==> src/rtl/ilim_chop_pkg.sv <==
package ilim_chop_pkg;

    typedef enum logic [1:0] {
        CH_IDLE  = 2'd0,
        CH_BLANK = 2'd1,
        CH_ARMED = 2'd2,
        CH_HOLD  = 2'd3
    } chop_state_e;

    typedef struct packed {
        chop_state_e state;
        logic        limit;
    } chop_regs_t;

endpackage

==> src/rtl/ilim_span_counter.sv <==
// Counts while run is high; expire pulses on the last of LIMIT cycles.
// Dropping run clears the count on the next edge.
module ilim_span_counter #(
    parameter int LIMIT = 16,
    localparam int W = $clog2(LIMIT + 1)
) (
    input  logic clk,
    input  logic rst_n,
    input  logic run,
    output logic expire
);

    logic [W-1:0] cnt_d, cnt_q;
    logic         at_end;

    assign at_end = (cnt_q == W'(LIMIT - 1));
    assign expire = run && at_end;

    always_comb begin
        cnt_d = cnt_q;
        if (!run || at_end) begin
            cnt_d = '0;
        end else begin
            cnt_d = cnt_q + W'(1);
        end
    end

    always_ff @(posedge clk) begin
        if (!rst_n) begin
            cnt_q <= '0;
        end else begin
            cnt_q <= cnt_d;
        end
    end

    // the count never leaves its window
    a_r4_cnt_in_range: assert property (@(posedge clk) disable iff (!rst_n)
        cnt_q < W'(LIMIT));

    // an idle counter restarts from zero
    a_r7_cnt_cleared: assert property (@(posedge clk) disable iff (!rst_n)
        !run |=> cnt_q == '0);

endmodule

==> src/rtl/ilim_chopper.sv <==
module ilim_chopper
    import ilim_chop_pkg::*;
#(
    parameter int OFF_CYCLES   = 4100,
    parameter int BLANK_CYCLES = 3300
) (
    input  logic clk,
    input  logic rst_n,
    input  logic bridge_on,
    input  logic ilim_trip,
    output logic limit_active
);

    chop_regs_t r_d, r_q;
    logic       blank_run, blank_done;
    logic       hold_run, hold_done;

    assign blank_run = bridge_on && (r_q.state == CH_BLANK);
    assign hold_run  = bridge_on && (r_q.state == CH_HOLD);

    ilim_span_counter #(.LIMIT(BLANK_CYCLES)) u_blank_cnt (
        .clk    (clk),
        .rst_n  (rst_n),
        .run    (blank_run),
        .expire (blank_done)
    );

    ilim_span_counter #(.LIMIT(OFF_CYCLES)) u_hold_cnt (
        .clk    (clk),
        .rst_n  (rst_n),
        .run    (hold_run),
        .expire (hold_done)
    );

    always_comb begin
        r_d = r_q;
        unique case (r_q.state)
            CH_IDLE:  if (bridge_on)  r_d.state = CH_BLANK;
            CH_BLANK: if (blank_done) r_d.state = CH_ARMED;
            CH_ARMED: if (ilim_trip)  r_d.state = CH_HOLD;
            CH_HOLD:  if (hold_done)  r_d.state = CH_BLANK;
            default:                  r_d.state = CH_IDLE;
        endcase
        if (!bridge_on) begin
            r_d.state = CH_IDLE;
        end
        r_d.limit = (r_d.state == CH_HOLD);
    end

    always_ff @(posedge clk) begin
        if (!rst_n) begin
            r_q <= '{state: CH_IDLE, limit: 1'b0};
        end else begin
            r_q <= r_d;
        end
    end

    assign limit_active = r_q.limit;

    // no request, no limit
    a_r2_idle_quiet: assert property (@(posedge clk) disable iff (!rst_n)
        !bridge_on |=> !limit_active);

    // an armed trip starts the off-time on the next cycle
    a_r4_trip_holds: assert property (@(posedge clk) disable iff (!rst_n)
        (r_q.state == CH_ARMED && bridge_on && ilim_trip) |=> limit_active);

    // blanking never leads straight into an off-time
    a_r6_blank_ignores: assert property (@(posedge clk) disable iff (!rst_n)
        (r_q.state == CH_BLANK) |=> !limit_active);

    // end of an enabled off-time always re-enters blanking
    a_r5_hold_to_blank: assert property (@(posedge clk) disable iff (!rst_n)
        ($fell(limit_active) && $past(bridge_on)) |-> r_q.state == CH_BLANK);

endmodule

==> config.mk <==
export PLATFORM = sky130hd
export DESIGN_NAME = ilim_chopper
export DESIGN_NICKNAME = d
export VERILOG_FILES = /design/src/rtl/ilim_chop_pkg.sv /design/src/rtl/ilim_span_counter.sv /design/src/rtl/ilim_chopper.sv
export SDC_FILE = /design/constraint.sdc
export NUM_CORES = 1
export LEC_CHECK = 0
export ABC_CLOCK_PERIOD_IN_PS = 2400
export BUFFER_PORTS_ARGS = -buffer_cell sky130_fd_sc_hd__buf_4
export CAP_MARGIN = 20
export CORE_AREA = 3 3 49 51
export CTS_CLUSTER_DIAMETER = 40
export DETAILED_ROUTE_END_ITERATION = 10
export DIE_AREA = 0 0 52 54
export GPL_ROUTABILITY_DRIVEN = 0
export HOLD_SLACK_MARGIN = 0.1
export PLACE_DENSITY = 0.71
export SYNTH_ARGS = -nofsm -noshare
export SYNTH_HDL_FRONTEND = slang
export SYNTH_SLANG_ARGS = --single-unit
==> constraint.sdc <==
create_clock -name clk -period 2.4 [get_ports clk]
set_input_delay 0.6 -clock clk [delete_from_list [all_inputs] [get_ports clk]]
set_output_delay 0.6 -clock clk [all_outputs]
set_load 0.01 [all_outputs]
==> impl_results.html <==
<table>
<tr><th>Metric</th><th>Value</th></tr>
<tr><th colspan="2">Status</th></tr>
<tr><td>Status</td><td>complete, no violations</td></tr>
<tr><th colspan="2">Worst setup path</th></tr>
<tr><td>Most common cell on crit path</td><td>sky130_fd_sc_hd__nand3_1</td></tr>
<tr><td>CP bufs+invs</td><td>0</td></tr>
<tr><td>Critical path, cell by cell</td><td>ha_1 &gt; nor4b_1 &gt; nand3_1 &gt; nand3_1 &gt; nor2_1</td></tr>
<tr><td>Required time of the critical path</td><td>2.60 ns</td></tr>
<tr><td>CP arrival</td><td>about 1.9 ns</td></tr>
<tr><td>Critical path's slowest cell</td><td>sky130_fd_sc_hd__dfxtp_1</td></tr>
<tr><td>Critical path's largest stage delay</td><td>0.39 ns</td></tr>
<tr><td>Worst Path Max Fanout</td><td>13</td></tr>
<tr><td>FF-to-FF setup slack</td><td>0.71 ns</td></tr>
<tr><td>Cell type group with the largest total delay on the critical path</td><td>simple AND/OR/NAND/NOR gates</td></tr>
<tr><td>Type of element launching the critical path</td><td>flip-flop</td></tr>
<tr><td>Nature of the critical path endpoint</td><td>flip-flop</td></tr>
<tr><td>Worst setup path class</td><td>reg -&gt; reg</td></tr>
<tr><th colspan="2">Route</th></tr>
<tr><td>Initial DRT Pass Iterations</td><td>4</td></tr>
<tr><td>Vias per Instance</td><td>5.30</td></tr>
<tr><td>Routed WL per cell</td><td>about 12 um</td></tr>
<tr><td>Number of nets with antenna violations after routing</td><td>0</td></tr>
<tr><td>DRC Markers</td><td>0</td></tr>
<tr><td>Wire length reported by the detailed router</td><td>2.02 mm</td></tr>
<tr><td>First DRT Iteration DRCs</td><td>17</td></tr>
<tr><td>Routed via count</td><td>890</td></tr>
<tr><th colspan="2">STA</th></tr>
<tr><td>Unrepaired setup endpoints after global routing</td><td>false</td></tr>
<tr><td>Headroom to the max-slew limit</td><td>0.676</td></tr>
<tr><td>Final worst path period need</td><td>about 1.7 ns</td></tr>
<tr><td>Skew final</td><td>0.00927 ns</td></tr>
<tr><td>Highest Clock Rate</td><td>590 MHz</td></tr>
<tr><td>Number of endpoints with negative hold slack in the final report</td><td>0</td></tr>
<tr><td>Tightest Pin Transition</td><td>0.485 ns</td></tr>
<tr><td>Fin crit share</td><td>0.706</td></tr>
<tr><td>Final setup fails</td><td>0</td></tr>
<tr><td>Total negative slack</td><td>0 ns</td></tr>
<tr><td>Final-report max-slew violation count</td><td>0</td></tr>
<tr><th colspan="2">Synthesis</th></tr>
<tr><td>Cell variety after synth</td><td>26</td></tr>
<tr><td>Sequential area share after synthesis</td><td>0.471</td></tr>
<tr><td>Post-Syn Instances</td><td>between 100 and 150</td></tr>
<tr><td>Syn. warnings</td><td>0</td></tr>
<tr><td>Combined area of all synthesized cells</td><td>about 0.0012 mm^2</td></tr>
<tr><td>Number of register bits inferred by synthesis</td><td>28</td></tr>
<tr><td>Post-Synthesis Mean Instance Area</td><td>8.82 um^2</td></tr>
<tr><td>Syn nets</td><td>141</td></tr>
<tr><th colspan="2">CTS</th></tr>
<tr><td>Cts hold-fix bufs</td><td>0</td></tr>
<tr><td>H-tree depth</td><td>1</td></tr>
<tr><td>Clock-pin transition on the worst setup and hold timing paths</td><td>0.15 ns</td></tr>
<tr><td>Total clock buffers created by CTS</td><td>3</td></tr>
<tr><td>Latest clock arrival within the worst-skew pair</td><td>0.32 ns</td></tr>
<tr><td>Post-CTS Setup Bufs</td><td>0</td></tr>
<tr><td>Number of gates resized after cts</td><td>0</td></tr>
<tr><td>Buffers from clock root to sink, at most</td><td>2</td></tr>
<tr><td>CTS tree</td><td>yes</td></tr>
<tr><td>Clock root buffer</td><td>sky130_fd_sc_hd__clkbuf_4</td></tr>
<tr><td>CTS Sinks</td><td>28</td></tr>
<tr><th colspan="2">Pwr</th></tr>
<tr><td>Overall power after layout</td><td>0.779 mW</td></tr>
<tr><td>Power per standard cell area</td><td>approximately 600 mW/mm^2</td></tr>
<tr><td>Leakage power total</td><td>0.386 nW</td></tr>
<tr><td>Worst IR drop on VDD</td><td>between 0.0003 and 0.0004 V</td></tr>
<tr><th colspan="2">Die</th></tr>
<tr><td>Width of the chip</td><td>~52 um</td></tr>
<tr><td>I/O pins</td><td>5</td></tr>
<tr><td>Floorplan row count</td><td>16</td></tr>
<tr><td>Total die area</td><td>~0.0028 mm^2</td></tr>
<tr><td>Die Y-Extent</td><td>54 um</td></tr>
<tr><td>Starting utilization of the core area</td><td>0.601</td></tr>
<tr><td>Core area</td><td>0.00198 mm^2</td></tr>
<tr><th colspan="2">GRT</th></tr>
<tr><td>Gr ovfl total</td><td>0</td></tr>
<tr><td>Number of global-route vias before repair</td><td>861</td></tr>
<tr><td>Overall track demand over capacity in global routing</td><td>0.172</td></tr>
<tr><td>Wire length of the first global-routing pass</td><td>3.64 mm</td></tr>
<tr><td>Largest net degree at the start of global routing</td><td>17</td></tr>
<tr><td>Initial antenna violation count</td><td>0</td></tr>
<tr><th colspan="2">Cells and area</th></tr>
<tr><td>Final layout net count</td><td>148</td></tr>
<tr><td>Final instance area</td><td>0.00129 mm^2</td></tr>
<tr><td>Antenna diode count</td><td>0</td></tr>
<tr><td>Synthesis-to-layout area growth</td><td>8.72%</td></tr>
<tr><td>Fraction of layout cells with a size suffix above 1</td><td>0.0851</td></tr>
<tr><th colspan="2">Flow run</th></tr>
<tr><td>Number of maximum-capacitance violations</td><td>0</td></tr>
<tr><th colspan="2">Place</th></tr>
<tr><td>Half-perimeter wire length of the detailed placement result</td><td>between 1 and 1.5 mm</td></tr>
<tr><td>Port-buffer cells</td><td>4</td></tr>
<tr><td>Cell area reported after detailed placement</td><td>0.00124 mm^2</td></tr>
<tr><th colspan="2">Min path</th></tr>
<tr><td>Worst hold path class</td><td>reg -&gt; reg</td></tr>
</table>
per-layer routing:
layer  vias to the layer above  global-route usage  part of all wire
met5                         -                   0                 0
met4                         0              0.0437                 0
met3                         0              0.0277             0.031
met2                        11               0.280              0.45
met1                       405               0.235              0.52
li1                        474                   -                 -
flip-flops by register name (all words and copies together), names as in the netlist:
| name | count |
|---|---|
| u_hold_cnt.cnt_q | 13 |
| u_blank_cnt.cnt_q | 12 |
| limit_active | 1 |
| r_q | 2 |
layout by cell type, fill, tap and decap left out, drive strengths merged:
master and count:
nor2 31, dfxtp 28, xnor2 15, nand2 10, nand3 9, nor3 6, nand4 5, xor2 5
inv 4, buf 4, nor4 3, clkbuf 3, or3 3, a21oi 3, nor4b 2, ha 2
and3 1, or4bb 1, or4b 1, nand3b 1, and3b 1, o21ai 1, and2 1, bufinv 1
final cells by class:
cell class | count | area, um^2
Clock inverter | 1 | 30.0
Inverter | 4 | 15.0
Tap cell | 27 | 33.8
Sequential cell | 28 | 561
Clock buffer | 3 | 22.5
Multi-Input combinational cell | 101 | 603
Fill cell | 154 | 687
Timing Repair Buffer | 4 | 30.0
where the power goes:
group          total (mW)  leakage (nW)  switching (mW)  internal [mW]
sequential          0.468         0.226         0.00180          0.466
clock               0.301        0.0279           0.132          0.169
combinational     0.00992         0.132         0.00446        0.00546
worst reg2reg max path, delay by kind of cell (launching register included):
family	cells	cell delay, ns
adders and majority gates	1	0.23
and+or+nand+nor	4	0.96
DFF	1	0.39
cell usage after synthesis:
library cell | instances | area [um^2]
sky130_fd_sc_hd__nand3b_1 | 1 | 7.51
sky130_fd_sc_hd__buf_4 | 1 | 7.51
sky130_fd_sc_hd__ha_1 | 2 | 25.0
sky130_fd_sc_hd__and3b_1 | 1 | 8.76
sky130_fd_sc_hd__and2_1 | 1 | 6.26
sky130_fd_sc_hd__nand3_1 | 8 | 40.0
sky130_fd_sc_hd__buf_2 | 1 | 5.00
sky130_fd_sc_hd__nor4b_1 | 2 | 17.5
sky130_fd_sc_hd__or3_1 | 2 | 12.5
sky130_fd_sc_hd__nor2_1 | 31 | 116
sky130_fd_sc_hd__xor2_1 | 5 | 43.8
sky130_fd_sc_hd__or3_4 | 1 | 11.3
sky130_fd_sc_hd__and3_1 | 1 | 6.26
sky130_fd_sc_hd__nand2_1 | 10 | 37.5
sky130_fd_sc_hd__or4bb_1 | 1 | 11.3
sky130_fd_sc_hd__or4b_4 | 1 | 13.8
sky130_fd_sc_hd__xnor2_1 | 15 | 131
sky130_fd_sc_hd__nand3_2 | 1 | 10.0
sky130_fd_sc_hd__a21oi_1 | 2 | 10.0
sky130_fd_sc_hd__nor4_1 | 3 | 18.8
sky130_fd_sc_hd__o21ai_0 | 1 | 5.00
sky130_fd_sc_hd__nand4_1 | 5 | 31.3
sky130_fd_sc_hd__a21oi_2 | 1 | 8.76
sky130_fd_sc_hd__inv_1 | 4 | 15.0
sky130_fd_sc_hd__nor3_1 | 6 | 30.0
sky130_fd_sc_hd__dfxtp_1 | 28 | 561
cells by family after synthesis:
kind of cell             share of synthesized area
AO/OA/AOI/OAI                               0.0200
XOR/XNOR                                     0.147
AND/OR/NAND/NOR                              0.318
flip-flops                                   0.471
adder cells (fa/ha/maj)                     0.0210
buffers and inverters                       0.0231
through the flow:
stage | cells | setup slack (ns) | util | hold WS (ns)
after CTS | 168 | 0.718 | 0.653 | 0.475
after floorplan | 135 | 0.834 | - | 0.418
final | 168 | 0.706 | 0.653 | 0.475
after global routing | 168 | 0.536 | 0.653 | 0.513
after detailed placement | 164 | 0.743 | 0.627 | 0.455
after global placement | 164 | 0.762 | 0.627 | 0.429
worst paths after layout:
kind                                           from             endpoint  cells after the start
worst max-delay path            u_hold_cnt.cnt_q[0]  u_hold_cnt.cnt_q[4]                      5
worst min-delay path            u_hold_cnt.cnt_q[0]  u_hold_cnt.cnt_q[0]                      1
worst min register to register  u_hold_cnt.cnt_q[0]  u_hold_cnt.cnt_q[0]                      1
worst max register to register  u_hold_cnt.cnt_q[0]  u_hold_cnt.cnt_q[4]                      5
No activity file was read; power rests on OpenSTA's default activity.
